[config.mk]
export PLATFORM = sky130hd
export DESIGN_NAME = wdog_ctl
export DESIGN_NICKNAME = d
export VERILOG_FILES = /design/src/rtl/wdog_pkg.sv /design/src/rtl/wdog_edge_sync.sv /design/src/rtl/wdog_mode_reg.sv /design/src/rtl/wdog_core.sv /design/src/rtl/wdog_ctl.sv
export SDC_FILE = /design/constraint.sdc
export NUM_CORES = 1
export LEC_CHECK = 0
export ABC_AREA = 1
export CELL_PAD_IN_SITES_DETAIL_PLACEMENT = 0
export CELL_PAD_IN_SITES_GLOBAL_PLACEMENT = 1
export CORE_MARGIN = 2
export CORE_UTILIZATION = 37
export DETAILED_ROUTE_END_ITERATION = 8
export GPL_TIMING_DRIVEN = 0
export PLACE_DENSITY = 0.79
export SKIP_LAST_GASP = 1
export SLEW_MARGIN = 0
export SYNTH_ARGS = -nofsm -noshare
export SYNTH_HDL_FRONTEND = slang
export SYNTH_HIERARCHICAL = 1
export SYNTH_SLANG_ARGS = --single-unit
[constraint.sdc]
create_clock -name clk -period 1.64 [get_ports clk]
set_input_delay 0.164 -clock clk [delete_from_list [all_inputs] [get_ports clk]]
set_output_delay 0.164 -clock clk [all_outputs]
set_load 0.02 [all_outputs]
[src/rtl/wdog_pkg.sv]
package wdog_pkg;

  // Time-out tap selection; each step multiplies the base period.
  typedef enum logic [1:0] {
    TAP_X1  = 2'b00,
    TAP_X2  = 2'b01,
    TAP_X4  = 2'b10,
    TAP_X16 = 2'b11
  } tap_sel_e;

  // Register layout: bit 4 source, bit 3 STOP run, bit 2 HALT run, [1:0] tap.
  typedef struct packed {
    logic     src_ext;
    logic     stop_run;
    logic     halt_run;
    tap_sel_e tap;
  } wdog_mode_t;

  localparam wdog_mode_t MODE_RESET = '{
    src_ext:  1'b0,
    stop_run: 1'b0,
    halt_run: 1'b1,
    tap:      TAP_X2
  };

  // Power-of-two exponent added to the base period for each tap.
  function automatic logic [2:0] tap_shift(input tap_sel_e t);
    case (t)
      TAP_X1:  return 3'd0;
      TAP_X2:  return 3'd1;
      TAP_X4:  return 3'd2;
      default: return 3'd4;
    endcase
  endfunction

endpackage

[src/rtl/wdog_edge_sync.sv]
module wdog_edge_sync #(
  parameter int STAGES = 2
) (
  input  logic clk,
  input  logic rst,
  input  logic async_in,
  output logic rise
);

  logic [STAGES:0] chain;

  always_ff @(posedge clk) begin
    if (rst) chain <= '0;
    else     chain <= {chain[STAGES-1:0], async_in};
  end

  // Last sync stage high, edge-history stage low: one pulse per rising edge.
  assign rise = chain[STAGES-1] & ~chain[STAGES];

endmodule

[src/rtl/wdog_mode_reg.sv]
module wdog_mode_reg
  import wdog_pkg::*;
(
  input  logic       clk,
  input  logic       rst,
  input  logic       perm,
  input  logic       we,
  input  logic [4:0] wdata,
  output wdog_mode_t mode_q,
  output wdog_mode_t mode_eff,
  output logic       tap_clear
);

  wdog_mode_t nxt;

  assign nxt = wdog_mode_t'(wdata);

  always_ff @(posedge clk) begin
    if (rst)     mode_q <= MODE_RESET;
    else if (we) mode_q <= nxt;
  end

  // Permanent mode: fixed tap, always runs in HALT, STOP gated by source only.
  always_comb begin
    if (perm) begin
      mode_eff.src_ext  = mode_q.src_ext;
      mode_eff.stop_run = 1'b1;
      mode_eff.halt_run = 1'b1;
      mode_eff.tap      = TAP_X2;
    end else begin
      mode_eff = mode_q;
    end
  end

  assign tap_clear = we && !perm && (nxt.tap != mode_q.tap);

endmodule

[src/rtl/wdog_core.sv]
module wdog_core
  import wdog_pkg::*;
#(
  parameter int BASE_LOG2 = 7,
  parameter int CNT_W     = BASE_LOG2 + 5
) (
  input  logic             clk,
  input  logic             rst,
  input  logic             perm,
  input  wdog_mode_t       mode_eff,
  input  logic             tick_int,
  input  logic             tick_ext,
  input  logic             halt,
  input  logic             stop,
  input  logic             refresh,
  input  logic             tap_clear,
  output logic             armed,
  output logic [CNT_W-1:0] cnt,
  output logic             req
);

  localparam int SH_W = $clog2(CNT_W) + 1;

  logic             sel_tick;
  logic             run_ok;
  logic             step;
  logic [CNT_W-1:0] last;

  assign sel_tick = mode_eff.src_ext ? tick_ext : tick_int;

  // STOP gating takes precedence over HALT gating.
  always_comb begin
    if (stop)      run_ok = !mode_eff.src_ext && mode_eff.stop_run;
    else if (halt) run_ok = mode_eff.halt_run;
    else           run_ok = 1'b1;
  end

  assign step = armed && sel_tick && run_ok;
  assign last = (CNT_W'(1) << (SH_W'(BASE_LOG2) + SH_W'(tap_shift(mode_eff.tap))))
                - CNT_W'(1);

  always_ff @(posedge clk) begin
    if (rst) begin
      armed <= perm;
      cnt   <= '0;
      req   <= 1'b0;
    end else begin
      req <= 1'b0;
      if (refresh) begin
        armed <= 1'b1;
        cnt   <= '0;
      end else if (tap_clear) begin
        cnt <= '0;
      end else if (step) begin
        if (cnt == last) begin
          req   <= 1'b1;
          cnt   <= '0;
          armed <= perm;
        end else begin
          cnt <= cnt + CNT_W'(1);
        end
      end
    end
  end

endmodule

[src/rtl/wdog_ctl.sv]
module wdog_ctl
  import wdog_pkg::*;
#(
  parameter int BASE_LOG2   = 7,
  parameter int SYNC_STAGES = 2,
  parameter int CNT_W       = BASE_LOG2 + 5
) (
  input  logic       clk,
  input  logic       rst,
  input  logic       rc_clk_in,
  input  logic       ext_clk_in,
  input  logic       perm_strap,
  input  logic       refresh,
  input  logic       mode_we,
  input  logic [4:0] mode_wdata,
  input  logic       halt,
  input  logic       stop,
  output logic [4:0] mode_rdata,
  output logic       wdog_rst_req
);

  localparam int N_SRC = 2;

  logic [N_SRC-1:0] src_raw;
  logic [N_SRC-1:0] src_rise;
  wdog_mode_t       mode_q;
  wdog_mode_t       mode_eff;
  logic             tap_clear;
  logic             armed;
  logic [CNT_W-1:0] cnt;

  assign src_raw = {ext_clk_in, rc_clk_in};

  for (genvar g = 0; g < N_SRC; g++) begin : g_src
    wdog_edge_sync #(.STAGES(SYNC_STAGES)) u_sync (
      .clk      (clk),
      .rst      (rst),
      .async_in (src_raw[g]),
      .rise     (src_rise[g])
    );
  end

  wdog_mode_reg u_mode (
    .clk       (clk),
    .rst       (rst),
    .perm      (perm_strap),
    .we        (mode_we),
    .wdata     (mode_wdata),
    .mode_q    (mode_q),
    .mode_eff  (mode_eff),
    .tap_clear (tap_clear)
  );

  wdog_core #(.BASE_LOG2(BASE_LOG2), .CNT_W(CNT_W)) u_core (
    .clk       (clk),
    .rst       (rst),
    .perm      (perm_strap),
    .mode_eff  (mode_eff),
    .tick_int  (src_rise[0]),
    .tick_ext  (src_rise[1]),
    .halt      (halt),
    .stop      (stop),
    .refresh   (refresh),
    .tap_clear (tap_clear),
    .armed     (armed),
    .cnt       (cnt),
    .req       (wdog_rst_req)
  );

  assign mode_rdata = mode_q;

endmodule

==> metrics.cfg, run 1 <==
[run_status]
status = completed

[logic_synthesis]
synth_top_area_share_pct = 34.8
synth_area_leaders = dfxtp_1, nand2_1, inv_1
synth_warnings = 6
avgSynthCellArea_um2 = 6.70
syn-num-nets = 221
synthArstFlopShare_pct = 0
synth_top_area_cell = dfxtp_1
syn-cell-area_um2 = 1380
synth_edf_count = 1
synth-seq-cells = 25
ys.flop_type = dfxtp_1
netlist_instances = 206
yosys.cell_types.count = 30
ys_seq_area_share_pct = 37.0

[global_route]
grt_max_degree = 14
grt_pass1_vias = 1092
track_usage_pct = 14.0
grt_pass1_wl_um = 4640
grt_overflow_total = 0
antenna_found_initial = 0

[floorplanning]
placementRows = 22
pin_count = 20
die_y_um = 65.1
dieWidth_um = 65.1
die_area_um2 = 4230
coreArea_um2 = 3630
start_util_pct = 38.0

[route]
viasPerCell = 4.33
vias = 1196
ant_nets = 0
dr.first_iter.drc_count = 44
wire_per_inst_um = 9.74
drc = 0
drt_wl_total_um = 2690
drt_pre_antenna_iters = 4

[sta]
fin_crit_ns = 1.55
max_freq_mhz = 644
setup_viol = 0
skew_ns = 0.00631
hold_ws_ns = 0.122
tightest_slew_ns = 0.389
timing.final.crit_share_pct = 94.7
finalHoldViolCount = 0
slew_viol_final = 0
rsz0062_at_grt = no
relSlewSlack_pct = 74.0
tns_ns = 0

[finish]
n_antenna_cell = 0
drive_gt1_share_pct = 14.0
final_nets = 244
area_growth_pct = 21.1

[setup_path]
regToRegSetupSlack_ns = 0.14
critPathLaunchType = register
r2r_end = u_core/armed$_DFFE_PP_
cp_slowest_cell = clkdlybuf4s50_1
path_cells = buf_4 -> clkdlybuf4s50_1
critPathKind = reg2out
critPathMaxFanout = 4
r2r_start = u_core/cnt[1]$_SDFFE_PP0P_
cp_data_required_time_ns = 1.48
reg2regPathDepth = 7
end_kind = primary output
max_stage_delay_ns = 0.59
crit_arrival_ns = 1.39
crit_start = u_mode/mode_q[4]$_SDFFE_PP0P_

[cts]
cts_sinks = 25
clock-root-buffer = clkbuf_8
cts_made_buffers = 3
clk_pin_slew_ns = 0.08
cts.path.max_buffers = 2
cts_hold_buf = 0
cts_tree = built
h-tree-depth = 1
insertion_delay_ns = 0.27

[placed_design]
gp_congestion = 0.708
hpwlAfterDp_um = 2090
port_buffers = 18

[power_and_ir_drop]
p_sw_share_pct = 25.2
finalPower_mw = 1.18
combPwrFrac_pct = 14.8
p_seq_share_pct = 54.3
intPower_mw = 0.884
p_leak_nw = 0.728
vdd_drop_max_v = 0.000263
power.density_nw_per_um2 = 707
p_sw_mw = 0.298
clockPowerShare_pct = 31.0

[hold_path]
min_path_type = in2reg
hold_path_startpoint = mode_we
hold_end = u_mode/mode_q[1]$_SDFFE_PP0P_
worstHoldPathCells = 2

[run]
maxCapViolCount = 0

synthesized netlist by cell type (4+ instances only):
cell	number
inv_2	5
nand2_1	56
nand3_1	12
nand2_2	4
inv_1	31
dfxtp_1	24
a21oi_1	4
nor2_1	31
nor2_2	4
cells by family (layout without fill, tap and decap cells):
group                      count (synthesis)  in the layout  share of synthesized area [%]
AOI/OAI and AO/OA                         16             16                           7.07
xor gates and xnor gates                   2              2                           1.27
adders and majority gates                  1              1                          0.906
buffers and inverters                     40             62                           12.8
DFF                                       25             25                           37.0
and+or+nand+nor                          122            122                           41.0
cell usage in the layout, fill, tap and decap left out, types with 2 or more instances in the layout:
cell             count
o21ai_1              3
nand3_1             12
nor2_2               5
buf_6                3
nor2_1              30
clkbuf_8             3
nand4_1              3
dfxtp_1             23
inv_2                5
inv_1               31
o21ai_0              3
a21oi_1              4
nand2_1             56
xor2_1               2
o21bai_1             3
clkdlybuf4s50_1     17
or2_1                2
nand2_2              4
nand3_2              3
final cells by class:
class	instances	area [um^2]
Timing Repair Buffer	18	183
Tap cell	48	60.1
Multi-Input combinational cell	141	696
Fill cell	391	1960
Inverter	36	135
Buffer	4	41.3
Clock buffer	4	45.0
Sequential cell	25	512
layer usage:
metal / wire (um) / global-route usage [%] / vias up
met1: 1470 / 19.2 / 513
met4: 25 / 4.69 / 0
met3: 48 / 2.08 / 2
li1: - / - / 672
met2: 1150 / 22.3 / 9
met5: 0 / 0 / -
critical path, delay by kind of cell, from the launching register on:
family / cells / cell delay (ns)
buf+inv: 2 / 0.72
flops: 1 / 0.41
power by group through the flow:
| stage | Combinational, mW | Clock, mW | Sequential [mW] |
|---|---|---|---|
| floorplan | 0.0967 | 0 | 0.662 |
| global placement | 0.175 | 0 | 0.656 |
| detailed placement | 0.175 | 0 | 0.656 |
| CTS | 0.176 | 0.385 | 0.642 |
| global route | 0.193 | 0.404 | 0.644 |
| finish | 0.175 | 0.366 | 0.642 |
worst max-delay path by stage:
stage,end,slack (ns),cells after the start
global placement,u_core/armed$_DFFE_PP_,-0.15,9
detailed placement,u_core/armed$_DFFE_PP_,-0.16,8
floorplan,u_core/armed$_DFFE_PP_,0.13,8
global route,u_core/armed$_DFFE_PP_,0.02,8
finish,mode_rdata[4],0.09,2
CTS,mode_rdata[4],0.08,2
flip-flops by register name, indices dropped and copies added (netlist names):
register	flops
u_core/cnt	12
u_mode/mode_q	5
g_src.u_sync/chain	6
u_core/req	1
u_core/armed	1
metrics by stage:
stage / utilization, % / cell area (um^2) / setup WS (ns) / instances
finish: 46.0 / 1670 / 0.0876 / 276
global route: 46.0 / 1670 / 0.0211 / 276
CTS: 45.8 / 1670 / 0.0821 / 276
detailed placement: 44.6 / 1620 / -0.157 / 272
global placement: 44.6 / 1620 / -0.152 / 272
floorplan: - / 1380 / 0.134 / 206
repair_timing:
item	CTS	global route
endpoints found under the hold margin	0	0
setup buffers	0	0
endpoints found under the setup margin	0	1
gates resized for setup	0	3
Power figures use the tool's default switching activity.
==> inputs of run 2 (changes only) <==
--- a/config.mk
+++ b/config.mk
@@ -13,6 +13,7 @@
 export DETAILED_ROUTE_END_ITERATION = 8
 export GPL_TIMING_DRIVEN = 0
 export PLACE_DENSITY = 0.79
+export SETUP_SLACK_MARGIN = 0.5
 export SKIP_LAST_GASP = 1
 export SLEW_MARGIN = 0
 export SYNTH_ARGS = -nofsm -noshare
==> run 2 against run 1 <==
Core utilization grew 3.8 points. Combinational power grew 9%. Clock power rose by 4%. Die area unchanged. Fmax increased by 13%. Worst hold slack worse by 0.032 ns. Design area up 8.3%. Critical path depth up 5. Count of clock-buffer cells in the layout shrank 1. Largest cell class unchanged. Largest power group unchanged.
==> metrics.cfg, run 2 (synthesis results as in run 1) <==
[finish]
layout_commonest_cell = nand2_1
reg_top3 = u_core/cnt (12), g_src.u_sync/chain (6), u_mode/mode_q (5)
drive_gt1_share_pct = 28.8  ; +15 points
regMostFlops = u_core/cnt
n_antenna_cell = 0  ; unchanged
area_growth_pct = 31.2
final_cell_area_um2 = 1810  ; +8.3%
final_cell_mix = nand2_1, inv_1, nor2_1
final_cells = 281  ; +1.8%
largest_reg_flops = 12  ; unchanged
final_nets = 249  ; +2.0%

[sta]
tns_ns = 0  ; unchanged
slew_viol_final = 0  ; unchanged
timing.final.crit_share_pct = 84.0  ; -11 points
finalHoldViolCount = 0  ; unchanged
setup_viol = 0  ; unchanged
skew_ns = 0.00337  ; -0.00294 ns
rsz0062_at_grt = yes
relSlewSlack_pct = 73.3  ; -0.73 points
max_freq_mhz = 726  ; +13%
tightest_slew_ns = 0.401  ; +0.0122 ns
setup_ws_ns = 0.262  ; +0.175 ns
fin_crit_ns = 1.38  ; -0.175 ns

[cts]
insertion_delay_ns = 0.27  ; about the same
clock-root-buffer = clkbuf_8
cts.path.max_buffers = 2  ; unchanged
h-tree-depth = 1  ; unchanged
cts_hold_buf = 0  ; unchanged
clk_pin_slew_ns = 0.09  ; about the same
cts_sinks = 25  ; unchanged
cts_tree = built
cts_made_buffers = 3  ; unchanged

[global_route]
grt_max_degree = 16  ; +2
grt_overflow_total = 0  ; unchanged
track_usage_pct = 14.9  ; +0.98 points
grt_pass1_wl_um = 4910  ; +5.8%
grt_pass1_vias = 1130  ; +3.5%
antenna_found_initial = 0  ; unchanged

[hold_path]
min_path_type = in2reg
hold_path_startpoint = mode_we
worstHoldPathCells = 2  ; unchanged
hold_end = u_mode/mode_q[1]$_SDFFE_PP0P_

[route]
drc = 0  ; unchanged
viasPerCell = 4.48  ; +3.4%
drt_wl_total_um = 2810  ; +4.5%
vias = 1259  ; +5.3%
dr.first_iter.drc_count = 64  ; +45%
drt_pre_antenna_iters = 4  ; unchanged
ant_nets = 0  ; unchanged
wire_per_inst_um = 10.0  ; +2.6%

[setup_path]
path_cells = ha_4 -> nand3_4 -> nor2_4 -> inv_2 -> nor2_2 -> nand3b_1 -> nand2_1
critPathMaxFanout = 3  ; -1
critPathKind = reg2reg
r2r_start = u_core/cnt[1]$_SDFFE_PP0P_
path_buf_inv = 1  ; -1
cp_top_family = simple AND/OR/NAND/NOR gates
r2r_end = u_core/armed$_DFFE_PP_
critPathLaunchType = register
crit_arrival_ns = 1.37  ; -0.02 ns
max_stage_delay_ns = 0.38  ; -0.21 ns
cp_data_required_time_ns = 1.64  ; +0.16 ns
cp_slowest_cell = dfxtp_4
end_kind = register
reg2regPathDepth = 7  ; unchanged
path_depth = 7  ; +5
regToRegSetupSlack_ns = 0.26  ; +0.12 ns
crit_start = u_core/cnt[1]$_SDFFE_PP0P_

[floorplanning]
die_y_um = 65.1  ; unchanged
coreArea_um2 = 3630  ; unchanged
die_area_um2 = 4230  ; unchanged
dieWidth_um = 65.1  ; unchanged
start_util_pct = 38.0  ; unchanged
pin_count = 20  ; unchanged
placementRows = 22  ; unchanged

[power_and_ir_drop]
power.density_nw_per_um2 = 669  ; -5.4%
p_leak_nw = 0.770  ; +5.7%
vdd_drop_max_v = 0.000288  ; +9.5%
finalPower_mw = 1.21  ; +2.5%

[placed_design]
port_buffers = 18  ; unchanged
gp_congestion = 0.704  ; -0.55%
hpwlAfterDp_um = 2020  ; -3.1%
post-place-ws_ns = -0.142  ; +0.0149 ns
numPlacedInstances = 272  ; unchanged
placed_area_um2 = 1680  ; +3.9%

[run]
maxCapViolCount = 0  ; unchanged

[run_status]
status = completed

[run 2: how the worst max path moves through the flow]
stage	slack, ns	end
after floorplan	0.33	u_core/armed$_DFFE_PP_
after global placement	-0.16	u_core/armed$_DFFE_PP_
after detailed placement	-0.14	u_core/armed$_DFFE_PP_
after CTS	0.25	u_core/armed$_DFFE_PP_
after global routing	0.14	u_core/cnt[0]$_SDFFE_PP0P_
final	0.26	u_core/armed$_DFFE_PP_
[run 2: metrics by stage]
| stage | hold slack, ns | util [%] |
|---|---|---|
| after floorplan | 0.235 | - |
| after global placement | 0.381 | 46.3 |
| after detailed placement | 0.380 | 46.3 |
| after CTS | 0.0824 | 48.8 |
| after global routing | 0.0831 | 49.8 |
| final | 0.0902 | 49.8 |
[run 2: per-layer routing]
layer / wire length [um] / vias up / share of wire (%) / global-route usage, %
li1: - / 679 / - / -
met1: 1410 / 556 / 50 / 21.6
met2: 1270 / 22 / 45 / 22.2
met3: 101 / 2 / 3.6 / 2.08
met4: 27 / 0 / 0.96 / 6.25
met5: 0 / - / 0 / 0
[run 2: cell type report]
type	count	area [um^2]
Sequential cell	25	534
Clock buffer	3	41.3
Clock inverter	1	7.51
Multi-Input combinational cell	141	774
Fill cell	378	1820
Tap cell	48	60.1
Inverter	36	138
Timing Repair Buffer	23	214
Buffer	4	41.3
[run 2: where the power goes]
group | switching (mW) | internal (mW) | total (mW)
Sequential | 0.0140 | 0.627 | 0.641
Clock | 0.208 | 0.172 | 0.380
Combinational | 0.104 | 0.0872 | 0.191
[run 2: what timing repair did]
action	CTS	global route
pin swaps	11	9
resized for setup	19	18
buffers inserted	3	0
setup endpoints to repair	20	18
cloned	1	1
[run 2: worst reg2reg max path: cells and delay by family (launching register included)]
family / cells / cell delay, ns
adder cells (fa/ha/maj): 1 / 0.16
flip-flops: 1 / 0.38
buffers and inverters: 1 / 0.04
AND/OR/NAND/NOR: 5 / 0.53
